File: src/rtl/dbg_entry_pkg.sv
package dbg_entry_pkg;

   typedef enum logic [2:0] {
      DCAUSE_NONE   = 3'd0,
      DCAUSE_SWBP   = 3'd1,
      DCAUSE_TRIG   = 3'd2,
      DCAUSE_DBGINT = 3'd3,
      DCAUSE_STEP   = 3'd4,
      DCAUSE_HALT   = 3'd5
   } dcause_e;

   typedef enum logic [1:0] {
      SEL_CTRL = 2'd0,
      SEL_DPC  = 2'd1,
      SEL_SCR  = 2'd2,
      SEL_NONE = 2'd3
   } dsel_e;

   localparam logic [1:0] PRV_U = 2'd0;
   localparam logic [1:0] PRV_S = 2'd1;
   localparam logic [1:0] PRV_H = 2'd2;
   localparam logic [1:0] PRV_M = 2'd3;

   // control word field positions
   localparam int CW_PRV_LO  = 0;
   localparam int CW_STEP    = 2;
   localparam int CW_HALT    = 3;
   localparam int CW_DBGINT  = 5;
   localparam int CW_CAUSE_LO = 6;
   localparam int CW_EBK_LO  = 12;
   localparam int CW_VER_LO  = 30;

   function automatic logic [1:0] fold_prv(input logic [1:0] p);
      return (p == PRV_H) ? PRV_U : p;
   endfunction

endpackage

File: src/rtl/dbg_boot_arm.sv
module dbg_boot_arm (
   input  logic clk,
   input  logic rst_n,
   input  logic por_n,
   output logic boot_o
);
   logic armed_q;

   // armed by the cold reset, disarmed by the first cycle out of reset
   always_ff @(posedge clk) begin
      if (!por_n)     armed_q <= 1'b1;
      else if (rst_n) armed_q <= 1'b0;
   end

   assign boot_o = armed_q | ~por_n;
endmodule

File: src/rtl/dbg_entry_decide.sv
module dbg_entry_decide
   import dbg_entry_pkg::*;
#(
   parameter int          XLEN       = 32,
   parameter int          CODE_W     = 4,
   parameter int unsigned BRK_CODE   = 3,
   parameter int unsigned ENTRY_ADDR = 32'h0000_0800,
   parameter int unsigned EXC_ADDR   = 32'h0000_0808
) (
   input  logic              trap_valid_i,
   input  logic [CODE_W-1:0] trap_code_i,
   input  logic [1:0]        cur_prv_i,
   input  logic              in_debug_i,
   input  logic [3:0]        ebk_en_i,
   output logic              redir_o,
   output logic [XLEN-1:0]   redir_pc_o,
   output logic              force_o,
   output logic              pass_o,
   output logic              enter_o
);
   localparam logic [XLEN-1:0]   ENTRY_PC = XLEN'(ENTRY_ADDR);
   localparam logic [XLEN-1:0]   EXC_PC   = XLEN'(EXC_ADDR);
   localparam logic [CODE_W-1:0] BRK      = CODE_W'(BRK_CODE);

   logic is_brk;
   logic brk_enabled;

   assign is_brk      = (trap_code_i == BRK);
   assign brk_enabled = ebk_en_i[cur_prv_i];

   always_comb begin
      redir_o    = 1'b0;
      redir_pc_o = '0;
      force_o    = 1'b0;
      pass_o     = 1'b0;
      enter_o    = 1'b0;
      if (trap_valid_i) begin
         if (in_debug_i) begin
            redir_o    = 1'b1;
            redir_pc_o = is_brk ? ENTRY_PC : EXC_PC;
         end else if (is_brk && brk_enabled) begin
            redir_o    = 1'b1;
            redir_pc_o = ENTRY_PC;
            force_o    = 1'b1;
            enter_o    = 1'b1;
         end else begin
            pass_o     = 1'b1;
         end
      end
   end
endmodule

File: src/rtl/dbg_csr_file.sv
module dbg_csr_file
   import dbg_entry_pkg::*;
#(
   parameter int XLEN  = 32,
   parameter bit HAS_H = 1'b1
) (
   input  logic            clk,
   input  logic            rst_n,
   input  logic            halt_init_i,
   input  logic            dbg_irq_i,
   input  logic            enter_i,
   input  logic [1:0]      enter_prv_i,
   input  logic [XLEN-1:0] enter_pc_i,
   input  logic            we_i,
   input  logic [1:0]      sel_i,
   input  logic [XLEN-1:0] wdata_i,
   output logic [XLEN-1:0] rdata_o,
   output logic            in_debug_o,
   output logic [3:0]      ebk_en_o
);
   logic [2:0]      cause_q;
   logic [1:0]      prv_q;
   logic            step_q;
   logic            halt_q;
   logic [3:0]      ebk_q;
   logic [XLEN-1:0] dpc_q;
   logic [XLEN-1:0] scr_q;
   logic [3:0]      ebk_mask;
   logic [31:0]     ctrl_word;

   generate
      if (HAS_H) begin : g_with_h
         assign ebk_mask = 4'b1111;
      end else begin : g_no_h
         assign ebk_mask = 4'b1011;
      end
   endgenerate

   always_ff @(posedge clk) begin
      if (!rst_n) begin
         cause_q <= DCAUSE_NONE;
         prv_q   <= PRV_M;
         step_q  <= 1'b0;
         halt_q  <= halt_init_i;
         ebk_q   <= '0;
         dpc_q   <= '0;
         scr_q   <= '0;
      end else begin
         if (we_i && sel_i == SEL_CTRL) begin
            prv_q  <= fold_prv(wdata_i[CW_PRV_LO +: 2]);
            step_q <= wdata_i[CW_STEP];
            halt_q <= wdata_i[CW_HALT];
            ebk_q  <= wdata_i[CW_EBK_LO +: 4] & ebk_mask;
         end
         if (we_i && sel_i == SEL_DPC) dpc_q <= wdata_i;
         if (we_i && sel_i == SEL_SCR) scr_q <= wdata_i;
         // entry overrides a same-cycle software write
         if (enter_i) begin
            cause_q <= DCAUSE_SWBP;
            prv_q   <= fold_prv(enter_prv_i);
            dpc_q   <= enter_pc_i;
         end
      end
   end

   always_comb begin
      ctrl_word                       = '0;
      ctrl_word[CW_VER_LO +: 2]       = 2'd1;
      ctrl_word[CW_EBK_LO +: 4]       = ebk_q;
      ctrl_word[CW_CAUSE_LO +: 3]     = cause_q;
      ctrl_word[CW_DBGINT]            = dbg_irq_i;
      ctrl_word[CW_HALT]              = halt_q;
      ctrl_word[CW_STEP]              = step_q;
      ctrl_word[CW_PRV_LO +: 2]       = prv_q;
   end

   always_comb begin
      unique case (sel_i)
         SEL_CTRL: rdata_o = XLEN'(ctrl_word);
         SEL_DPC:  rdata_o = dpc_q;
         SEL_SCR:  rdata_o = scr_q;
         default:  rdata_o = '0;
      endcase
   end

   assign in_debug_o = (cause_q != DCAUSE_NONE);
   assign ebk_en_o   = ebk_q;

   AST_ENTRY_CAUSE: assert property (@(posedge clk) disable iff (!rst_n)
      enter_i |=> cause_q == DCAUSE_SWBP) else $error("entry cause");
   AST_ENTRY_DPC: assert property (@(posedge clk) disable iff (!rst_n)
      enter_i |=> dpc_q == $past(enter_pc_i)) else $error("entry dpc");
   AST_CAUSE_STICKY: assert property (@(posedge clk) disable iff (!rst_n)
      (cause_q != DCAUSE_NONE) |=> $stable(cause_q)) else $error("cause sticky");
   AST_PRV_NOT_H: assert property (@(posedge clk) disable iff (!rst_n)
      prv_q != PRV_H) else $error("prv holds H");
endmodule

File: src/rtl/dbg_entry_ctrl.sv
module dbg_entry_ctrl
   import dbg_entry_pkg::*;
#(
   parameter int          XLEN       = 32,
   parameter int          CODE_W     = 4,
   parameter int unsigned BRK_CODE   = 3,
   parameter int unsigned ENTRY_ADDR = 32'h0000_0800,
   parameter int unsigned EXC_ADDR   = 32'h0000_0808,
   parameter bit          HAS_H      = 1'b1
) (
   input  logic              clk,
   input  logic              rst_n,
   input  logic              por_n,
   input  logic              halt_on_boot_i,
   input  logic              dbg_irq_i,
   input  logic              trap_valid_i,
   input  logic [CODE_W-1:0] trap_code_i,
   input  logic [XLEN-1:0]   trap_pc_i,
   input  logic [1:0]        cur_prv_i,
   input  logic              csr_we_i,
   input  logic [1:0]        csr_sel_i,
   input  logic [XLEN-1:0]   csr_wdata_i,
   output logic [XLEN-1:0]   csr_rdata_o,
   output logic              redir_valid_o,
   output logic [XLEN-1:0]   redir_pc_o,
   output logic              prv_force_valid_o,
   output logic [1:0]        prv_force_o,
   output logic              trap_pass_o
);
   generate
      if (XLEN < 32) begin : g_bad_xlen
         $error("XLEN must be at least 32");
      end
      if (CODE_W < 1 || BRK_CODE >= (1 << CODE_W)) begin : g_bad_code
         $error("BRK_CODE does not fit CODE_W");
      end
      if (ENTRY_ADDR == EXC_ADDR) begin : g_bad_addr
         $error("entry and exception addresses must differ");
      end
   endgenerate

   logic       boot;
   logic       in_debug;
   logic [3:0] ebk_en;
   logic       enter;

   dbg_boot_arm u_arm (
      .clk    (clk),
      .rst_n  (rst_n),
      .por_n  (por_n),
      .boot_o (boot)
   );

   dbg_entry_decide #(
      .XLEN       (XLEN),
      .CODE_W     (CODE_W),
      .BRK_CODE   (BRK_CODE),
      .ENTRY_ADDR (ENTRY_ADDR),
      .EXC_ADDR   (EXC_ADDR)
   ) u_decide (
      .trap_valid_i (trap_valid_i),
      .trap_code_i  (trap_code_i),
      .cur_prv_i    (cur_prv_i),
      .in_debug_i   (in_debug),
      .ebk_en_i     (ebk_en),
      .redir_o      (redir_valid_o),
      .redir_pc_o   (redir_pc_o),
      .force_o      (prv_force_valid_o),
      .pass_o       (trap_pass_o),
      .enter_o      (enter)
   );

   dbg_csr_file #(
      .XLEN  (XLEN),
      .HAS_H (HAS_H)
   ) u_csr (
      .clk         (clk),
      .rst_n       (rst_n),
      .halt_init_i (halt_on_boot_i & boot),
      .dbg_irq_i   (dbg_irq_i),
      .enter_i     (enter),
      .enter_prv_i (cur_prv_i),
      .enter_pc_i  (trap_pc_i),
      .we_i        (csr_we_i),
      .sel_i       (csr_sel_i),
      .wdata_i     (csr_wdata_i),
      .rdata_o     (csr_rdata_o),
      .in_debug_o  (in_debug),
      .ebk_en_o    (ebk_en)
   );

   assign prv_force_o = prv_force_valid_o ? PRV_M : PRV_U;

   AST_ONE_ROUTE: assert property (@(posedge clk) disable iff (!rst_n)
      $onehot0({redir_valid_o, trap_pass_o})) else $error("two routes");
   AST_NO_TRAP_NO_ROUTE: assert property (@(posedge clk) disable iff (!rst_n)
      !trap_valid_i |-> !redir_valid_o && !trap_pass_o) else $error("route without trap");
   AST_DEBUG_KEEPS_DPC: assert property (@(posedge clk) disable iff (!rst_n)
      trap_valid_i && in_debug && !csr_we_i |=> $stable(u_csr.dpc_q)) else $error("dpc moved");
endmodule

File: config.mk
export PLATFORM = sky130hd
export DESIGN_NAME = dbg_entry_ctrl
export DESIGN_NICKNAME = d
export VERILOG_FILES = /design/src/rtl/dbg_entry_pkg.sv /design/src/rtl/dbg_boot_arm.sv /design/src/rtl/dbg_entry_decide.sv /design/src/rtl/dbg_csr_file.sv /design/src/rtl/dbg_entry_ctrl.sv
export SDC_FILE = /design/constraint.sdc
export NUM_CORES = 1
export LEC_CHECK = 0
export BUFFER_PORTS_ARGS = -buffer_cell sky130_fd_sc_hd__buf_2
export CAP_MARGIN = 20
export CORE_UTILIZATION = 45
export DETAILED_ROUTE_END_ITERATION = 12
export PLACE_DENSITY_LB_ADDON = 0.2
export SKIP_CTS_REPAIR_TIMING = 1
export SLEW_MARGIN = 25
export SYNTH_ARGS = -nofsm -noshare
export SYNTH_HDL_FRONTEND = slang
export SYNTH_HIERARCHICAL = 1
export SYNTH_SLANG_ARGS = --single-unit
File: constraint.sdc
create_clock -name clk -period 2.1 [get_ports clk]
set_input_delay 0.42 -clock clk [delete_from_list [all_inputs] [get_ports clk]]
set_output_delay 0.42 -clock clk [all_outputs]
set_load 0.01 [all_outputs]
==> results of run 1 <==
[flip-flops by register name, summed over array words and instances, names as in the netlist]
signal and cells:
u_arm/armed_q 1, u_csr/scr_q 32, u_csr/dpc_q 32, u_csr/ebk_en_o 4, u_csr/step_q 1, u_csr/prv_q 2, u_csr/cause_q 1, u_csr/halt_q 1
[final timing paths]
check,startpoint,end,slack (ns),cells past startpoint
worst max-delay path,u_csr/ebk_en_o[3],prv_force_valid_o,0.02,4
worst min-delay path,por_n,u_arm/armed_q,0.25,2
worst max register to register,u_csr/ebk_en_o[3],u_csr/dpc_q[20],0.19,7
worst min register to register,u_csr/scr_q[20],u_csr/scr_q[20],0.46,2
[routing by layer]
| metal | part of all wire [%] | up-vias | global-route usage [%] | wire [um] |
|---|---|---|---|---|
| li1 | - | 1711 | - | - |
| met1 | 42 | 1690 | 30.0 | 4380 |
| met2 | 50 | 130 | 38.2 | 5210 |
| met3 | 6.3 | 15 | 4.07 | 653 |
| met4 | 1.5 | 0 | 9.58 | 152 |
| met5 | 0 | - | 0 | 0 |
[synthesized netlist by cell type (all sizes together), types with 3 or more instances]
cell type / number
mux2i: 47
dfxtp: 73
nor2b: 8
o21ai: 43
a21boi: 32
clkbuf: 24
a22o: 21
o211a: 32
nand2b: 3
buf: 49
and3b: 3
nand2: 77
[worst max-delay path, cell delays in order (launching register included)]
cell	delay [ns]
dfxtp_2	0.33
mux4_2	0.48
and4b_4	0.24
buf_12	0.14
buf_2	0.13
[report_power, final]
group | leakage [nW] | internal [W] | total, W | switching, W
Combinational | 1.71 | 0.000189 | 0.000417 | 0.000227
Sequential | 0.607 | 0.00147 | 0.00150 | 0.0000307
Clock | 0.0965 | 0.000524 | 0.00103 | 0.000504
Total | 2.42 | 0.00218 | 0.00294 | 0.000762
[through the flow]
step | area [um^2] | utilization [%]
floorplan | 4050 | -
global placement | 4560 | 54.7
detailed placement | 4560 | 54.7
CTS | 4740 | 56.9
global route | 4850 | 58.1
finish | 4850 | 58.1
[cells by family (layout without fill, tap and decap cells)]
logic type	Yosys count	after routing	share of synthesized area (%)
AO/OA/AOI/OAI	134	134	25.6
AND/OR/NAND/NOR	103	103	12.3
flip-flops	74	74	37.9
buffers and inverters	74	169	11.4
multiplexers	49	49	12.8
other	1	30	0.0952
[layout make-up]
| type | instances | area, um^2 | share of cell area [%] |
|---|---|---|---|
| Multi-Input combinational cell | 316 | 2120 | 43.7 |
| Clock inverter | 2 | 10.0 | 0.206 |
| Inverter | 1 | 3.75 | 0.0774 |
| Clock buffer | 14 | 173 | 3.56 |
| Sequential cell | 74 | 1500 | 30.9 |
| Timing Repair Buffer | 152 | 916 | 18.9 |
| Tap cell | 105 | 131 | 2.71 |
==> reports/metrics.yaml, run 1 <==
timing:
  setup_tns_ns: 0
  finalHoldViolCount: 0
  period_share_pct: 99.0
  skew_ns: 0.00993
  holdWs_ns: 0.247
  rsz0062_at_grt: "true"
  setup_viol: 0
  setup_ws_ns: 0.0208
  max_freq_mhz: 481
  maxSlewViolCount: 0
  fin_crit_ns: 2.08
clocking:
  htreeDepth: 3
  cts_tree: "built"
  cts.path.max_buffers: 2
  cts.reportedPaths.clkPinSlew_ns: 0.07
  numClockSinks: 74
  clk-insertion-delay-late_ns: 0.35
  root_buffer: "clkbuf_8"
  numCtsBuffers: 9
floorplan:
  rows: 33
  die_area_mm2: 0.00913
  die_w_um: 95.6
  die_h_um: 95.6
  coreArea_mm2: 0.00834
  io_pins: 148
  initial_core_util_pct: 47.2
critical_path:
  crit_fanout: 8
  critPathCaptureType: "output pin"
  worstPathRequired_ns: 1.68
  path_class: "reg -> out"
  cp.arrival_ns: 1.66
  start_kind: "flop"
cells_and_area:
  final_common_cell: "buf_2"
  nets: 633
  mostFrequentLayoutCells: "buf_2 (117), nand2_1 (77), dfxtp_1 (69)"
  antenna_cells: 0
  instances_no_fill: 664
  syn_to_final_growth_pct: 23.1
  drive_gt1_share_pct: 31.8
  fillCellCount: 785
routing:
  final_antenna_net_count: 0
  detail_route.drc_violations: 0
  via_per_inst: 5.34
  wirelength_um: 10400
  via_count: 3546
  drt_pass1_iterations: 5
  wl_per_cell_um: 15.7
  first_iter_violations: 128
grt:
  antenna_found_initial: 0
  grt_pass1_wl_um: 16100
  globalRouteOverflowTotal: 0
  grt_max_degree: 34
  grt_usage_pct: 23.2
  grt_pass1_vias: 3294
place:
  place.port_buffers: 117
  dp_hpwl_um: 6960
  dp.cells: 637
  gp_congestion: 0.757
  pre_cts_slack_ns: -0.00407
yosys:
  synth_edf_count: 1
  synth_seq_cells: 74
  synthDistinctLibCells: 35
  syn_area_mm2: 0.00394
  yosysWarningCount: 6
  async_reset_ff_share_pct: 0
  synthFlopType: "dfxtp_1"
  syn_inst: 435
  yosysTopAreaCell: "dfxtp_1"
  synth_top_cell_area_share_pct: 37.1
  avgSynthCellArea_um2: 9.05
  ys_seq_area_share_pct: 37.9
  synth.area.top_cells: "dfxtp_1 (37%), mux2i_1 (12%), o211a_1 (8.1%)"
power_and_ir_drop:
  static-leakage-power_nw: 2.42
  power.density_mw_per_mm2: 607
  peakVddDrop_uv: 339
  finalPower_w: 0.00294
hold_path:
  hold_path_class: "in -> reg"
flow_run:
  cap_viol_max_count: 0
outcome:
  status: "completed"
No activity file was read; power rests on OpenSTA's default activity.
==> run 2: changes to the inputs <==
Settings changed: CORE_UTILIZATION 45 to 53, CTS_CLUSTER_SIZE set to 25.
Clock period 2.1 ns to 2.7 ns, I/O delays scaled along.
==> reports/metrics.yaml, run 2 (synthesis results as in run 1) <==
cells_and_area:
  mostFrequentLayoutCells: "buf_2 (117), nand2_1 (77), dfxtp_1 (73)"
  syn_to_final_growth_pct: 17.2
  final_common_cell: "buf_2"
  drive_gt1_share_pct: 28.3  # -3.5 points
  nets: 614  # -3.0%
  antenna_cells: 0  # unchanged
  final_cell_area_mm2: 0.00461  # -4.8%
  instances_no_fill: 636  # -4.2%
  fillCellCount: 644  # -18%
power_and_ir_drop:
  static-leakage-power_nw: 2.29  # -5.4%
  p_int_w: 0.00165  # -24%
  peakVddDrop_uv: 263  # -22%
  power.net_switching_w: 0.000557  # -27%
  power.density_mw_per_mm2: 479  # -21%
  swShare_pct: 25.2  # -0.66 points
  clockPowerShare_pct: 33.3  # -1.6 points
  seq_power_share_pct: 52.8  # +1.9 points
  finalPower_w: 0.00221  # -25%
  combPwrFrac_pct: 13.9  # -0.3 points
clocking:
  cts.path.max_buffers: 2  # unchanged
  numCtsBuffers: 9  # unchanged
  clk-insertion-delay-late_ns: 0.34  # about the same
  cts_tree: "built"
  htreeDepth: 3  # unchanged
  cts.reportedPaths.clkPinSlew_ns: 0.07  # about the same
  numClockSinks: 74  # unchanged
  root_buffer: "clkbuf_8"
timing:
  setup_ws_ns: 0.477  # +0.456 ns
  period_share_pct: 82.3
  finalHoldViolCount: 0  # unchanged
  skew_ns: 0.00607  # -0.00386 ns
  maxSlewViolCount: 0  # unchanged
  setup_tns_ns: 0  # unchanged
  fin_crit_ns: 2.22
  relSlewSlack_pct: 64.2
  rsz0062_at_grt: "false"
  max_freq_mhz: 450
  tightest_slew_ns: 0.537
  setup_viol: 0  # unchanged
critical_path:
  start_kind: "primary input"
  worstPathRequired_ns: 2.16  # +0.48 ns
  critPathCaptureType: "output pin"
  path_class: "in -> out"
  crit_fanout: 17  # +9
  cp.arrival_ns: 1.68  # +0.02 ns
  critPathLaunch: "csr_sel_i[1]"
  r2r_start: "u_csr/ebk_en_o[3]"
  r2r_cells: 5  # -2
routing:
  drt_pass1_iterations: 4  # -1
  wl_per_cell_um: 14.6  # -6.7%
  first_iter_violations: 185  # +45%
  detail_route.drc_violations: 0  # unchanged
  via_per_inst: 5.34  # about the same
  wirelength_um: 9290  # -11%
  final_antenna_net_count: 0  # unchanged
  via_count: 3395  # -4.3%
grt:
  globalRouteOverflowTotal: 0  # unchanged
  met2_usage_pct: 41.3  # +3.1 points
  grt_pass1_vias: 3111  # -5.6%
  antenna_found_initial: 0  # unchanged
  grt_usage_pct: 24.4  # +1.2 points
  grt_pass1_wl_um: 14500  # -9.9%
  met1_usage_pct: 29.8  # -0.21 points
  met3_usage_pct: 6.60  # +2.5 points
  grt.busiest_layer: "met2"
  grt_max_degree: 35  # +2.9%
place:
  pre_cts_slack_ns: 0.430  # +0.434 ns
  dp.cells: 623  # -2.2%
  dpl-instance-area_mm2: 0.00446  # -2.3%
  place.port_buffers: 117  # unchanged
  dp_hpwl_um: 6410  # -7.9%
  gp_congestion: 0.778  # +2.8%
floorplan:
  die_h_um: 88.2  # -7.7%
  rows: 31  # -6.1%
  initial_core_util_pct: 54.6  # +7.4 points
  coreArea_mm2: 0.00721  # -14%
  io_pins: 148  # unchanged
  die_w_um: 88.2  # -7.7%
  die_area_mm2: 0.00778  # -15%
hold_path:
  hold_depth: 2  # unchanged
  hp-start: "por_n"
  hold_path_class: "in -> reg"
outcome:
  status: "completed"
flow_run:
  cap_viol_max_count: 0  # unchanged
-- run 2: area by class of cell --
class                      instances  area, um^2  share of cell area, %
timing repair buffer             133         718                   15.6
sequential                        74        1490                   32.3
inverter                           1        3.75                 0.0813
tap                               99         124                   2.68
clock buffer                      13         159                   3.44
multi-input combinational        316        2120                   45.9
-- run 2: path summary, 6_finish.rpt --
path	endpoint	slack [ns]
worst max-delay path	csr_rdata_o[10]	0.48
worst min-delay path	u_arm/armed_q	0.37
worst max register to register	u_csr/dpc_q[3]	0.77
worst min register to register	u_csr/scr_q[27]	0.46
-- run 2: worst max-delay path, cell delays in order --
cell and delay, ns:
buf_2 0.28, and2b_1 0.30, buf_12 0.18, a22o_1 0.24, buf_2 0.14
-- run 2: metal layers --
| metal | vias up | share of wire, % |
|---|---|---|
| met1 | 1595 | 43 |
| li1 | 1675 | - |
| met2 | 115 | 49 |
| met4 | 0 | 1.7 |
| met3 | 10 | 6.5 |
| met5 | - | 0 |
-- run 2: per-stage QoR --
| step | utilization (%) | hold slack [ns] |
|---|---|---|
| floorplan | - | 0.435 |
| global placement | 61.8 | 0.441 |
| detailed placement | 61.8 | 0.447 |
| CTS | 64.0 | 0.361 |
| global route | 64.0 | 0.364 |
| finish | 64.0 | 0.373 |
-- run 2: power by group through the flow --
stage | Sequential, W | Clock [W] | Combinational, W
floorplan | 0.00118 | 0 | 0.000216
global placement | 0.00119 | 0 | 0.000301
detailed placement | 0.00119 | 0 | 0.000308
CTS | 0.00116 | 0.000756 | 0.000309
global route | 0.00117 | 0.000803 | 0.000341
finish | 0.00117 | 0.000736 | 0.000307
==> run 3: changes to the inputs <==
Settings changed: CORE_UTILIZATION 53 to 45.
Clock period 2.7 ns to 1.9 ns, I/O delays scaled along.
==> reports/metrics.yaml, run 3 (synthesis results as in run 1) <==
clocking:
  cts_tree: "built"
  numClockSinks: 74  # unchanged
  cts.reportedPaths.clkPinSlew_ns: 0.08  # about the same
  cts.path.max_buffers: 2  # unchanged
  clk-insertion-delay-late_ns: 0.34  # about the same
  htreeDepth: 3  # unchanged
  numCtsBuffers: 9  # unchanged
  root_buffer: "clkbuf_8"
place:
  place.port_buffers: 117  # unchanged
  pre_cts_slack_ns: -0.200  # -0.630 ns
  gp_congestion: 0.779  # about the same
  dp_hpwl_um: 6890  # +7.5%
timing:
  setup_tns_ns: -3.15  # -3.15 ns
  setup_viol: 39  # +39
  rsz0062_at_grt: "true"
  period_share_pct: 108
  fin_crit_ns: 2.06
  maxSlewViolCount: 0  # unchanged
  holdWs_ns: 0.220  # -0.153 ns
  setup_ws_ns: -0.159  # -0.636 ns
  max_freq_mhz: 486
  finalHoldViolCount: 0  # unchanged
  skew_ns: 0.00789  # +0.00183 ns
cells_and_area:
  drive_gt1_share_pct: 33.7  # +5.4 points
  nets: 638  # +3.9%
  fillCellCount: 741  # +15%
  final_common_cell: "buf_2"
  syn_to_final_growth_pct: 28.1
  antenna_cells: 0  # unchanged
  mostFrequentLayoutCells: "buf_2 (114), nand2_1 (77), dfxtp_1 (71)"
routing:
  drt_pass1_iterations: 4  # unchanged
  final_antenna_net_count: 0  # unchanged
  wl_per_cell_um: 15.5  # +6.2%
  first_iter_violations: 119  # -36%
  detail_route.drc_violations: 0  # unchanged
  wirelength_um: 10400  # +12%
  via_per_inst: 5.26  # -1.5%
  via_count: 3518  # +3.6%
critical_path:
  crit_fanout: 5  # -12
  path_cells: "mux4_2 > and4b_4 > buf_12 > buf_6"
  r2r_slack_ns: -0.10  # -0.87 ns
  path_class: "reg -> out"
  worstPathRequired_ns: 1.52  # -0.64 ns
  cp.buffers_inverters: 2  # -1
  critPathCaptureType: "output pin"
  cp.arrival_ns: 1.68  # about the same
  cpPeakStageDelay_ns: 0.50  # +0.20 ns
  crit_family: "multiplexers"
  start_kind: "flop"
  cp_slowest_cell: "mux4_2"
floorplan:
  coreArea_mm2: 0.00834  # +16%
  die_area_mm2: 0.00913  # +17%
  die_h_um: 95.6  # +8.3%
  initial_core_util_pct: 47.2  # -7.4 points
  die_w_um: 95.6  # +8.3%
  rows: 33  # +6.5%
  io_pins: 148  # unchanged
grt:
  grt_usage_pct: 22.5  # -2.0 points
  antenna_found_initial: 0  # unchanged
  grt_max_degree: 29  # -17%
  grt_pass1_vias: 3255  # +4.6%
  globalRouteOverflowTotal: 0  # unchanged
  grt_pass1_wl_um: 15600  # +7.6%
outcome:
  status: "complete, but fails checks"
  violations: "negative setup slack"
power_and_ir_drop:
  peakVddDrop_uv: 388  # +47%
  static-leakage-power_nw: 2.49  # +9.0%
  power.density_mw_per_mm2: 672  # +40%
flow_run:
  cap_viol_max_count: 0  # unchanged
hold_path:
  hold_path_class: "in -> reg"
run 3: cell count changes in the layout (fill, tap and decap cells not counted), sizes merged:
cell and delta:
buf +21, bufinv +1, clkbuf +2, clkinv +1, clkinvlp +1, inv +1
run 3: power breakdown:
group | switching [W] | internal [W]
sequential | 0.0000359 | 0.00162
combinational | 0.000257 | 0.000229
clock | 0.000568 | 0.000678
run 3: area by class of cell:
type	count	area (um^2)	share of cell area, %
clock buffer	12	155	3.08
clock inverter	4	48.8	0.967
inverter	1	3.75	0.0744
multi-input combinational	316	2170	42.9
sequential	74	1490	29.6
tap	105	131	2.60
timing repair buffer	157	1050	20.7
run 3: routing by layer:
| layer | wire length [um] | vias to the layer above | track usage (%) |
|---|---|---|---|
| met2 | 5190 | 120 | 38.3 |
| met5 | 0 | - | 0 |
| met1 | 4500 | 1664 | 28.3 |
| met3 | 619 | 7 | 4.23 |
| met4 | 64 | 0 | 7.84 |
| li1 | - | 1727 | - |
run 3: worst register-to-register path, stage by stage, from the launching register on:
cell and delay (ns):
dfxtp_2 0.34, mux4_2 0.50, and4b_4 0.25, buf_4 0.16, or2_4 0.27, clkbuf_16 0.18
o211a_1 0.21
run 3: final timing paths:
check,from,end,cells past startpoint
worst max-delay path,u_csr/ebk_en_o[3],prv_force_o[0],4
worst min-delay path,por_n,u_arm/armed_q,2
worst max register to register,u_csr/ebk_en_o[3],u_csr/dpc_q[8],6
worst min register to register,u_csr/scr_q[7],u_csr/scr_q[7],2
run 3: through the flow:
step / instance area (um^2) / total power [W] / std cells / utilization (%)
after CTS: 4820 / 0.00340 / 659 / 57.8
after global placement: 4620 / 0.00214 / 643 / 55.4
final: 5040 / 0.00339 / 669 / 60.5
after detailed placement: 4620 / 0.00216 / 643 / 55.4
after global routing: 5040 / 0.00355 / 669 / 60.5
after floorplan: 4050 / 0.00199 / 464 / -
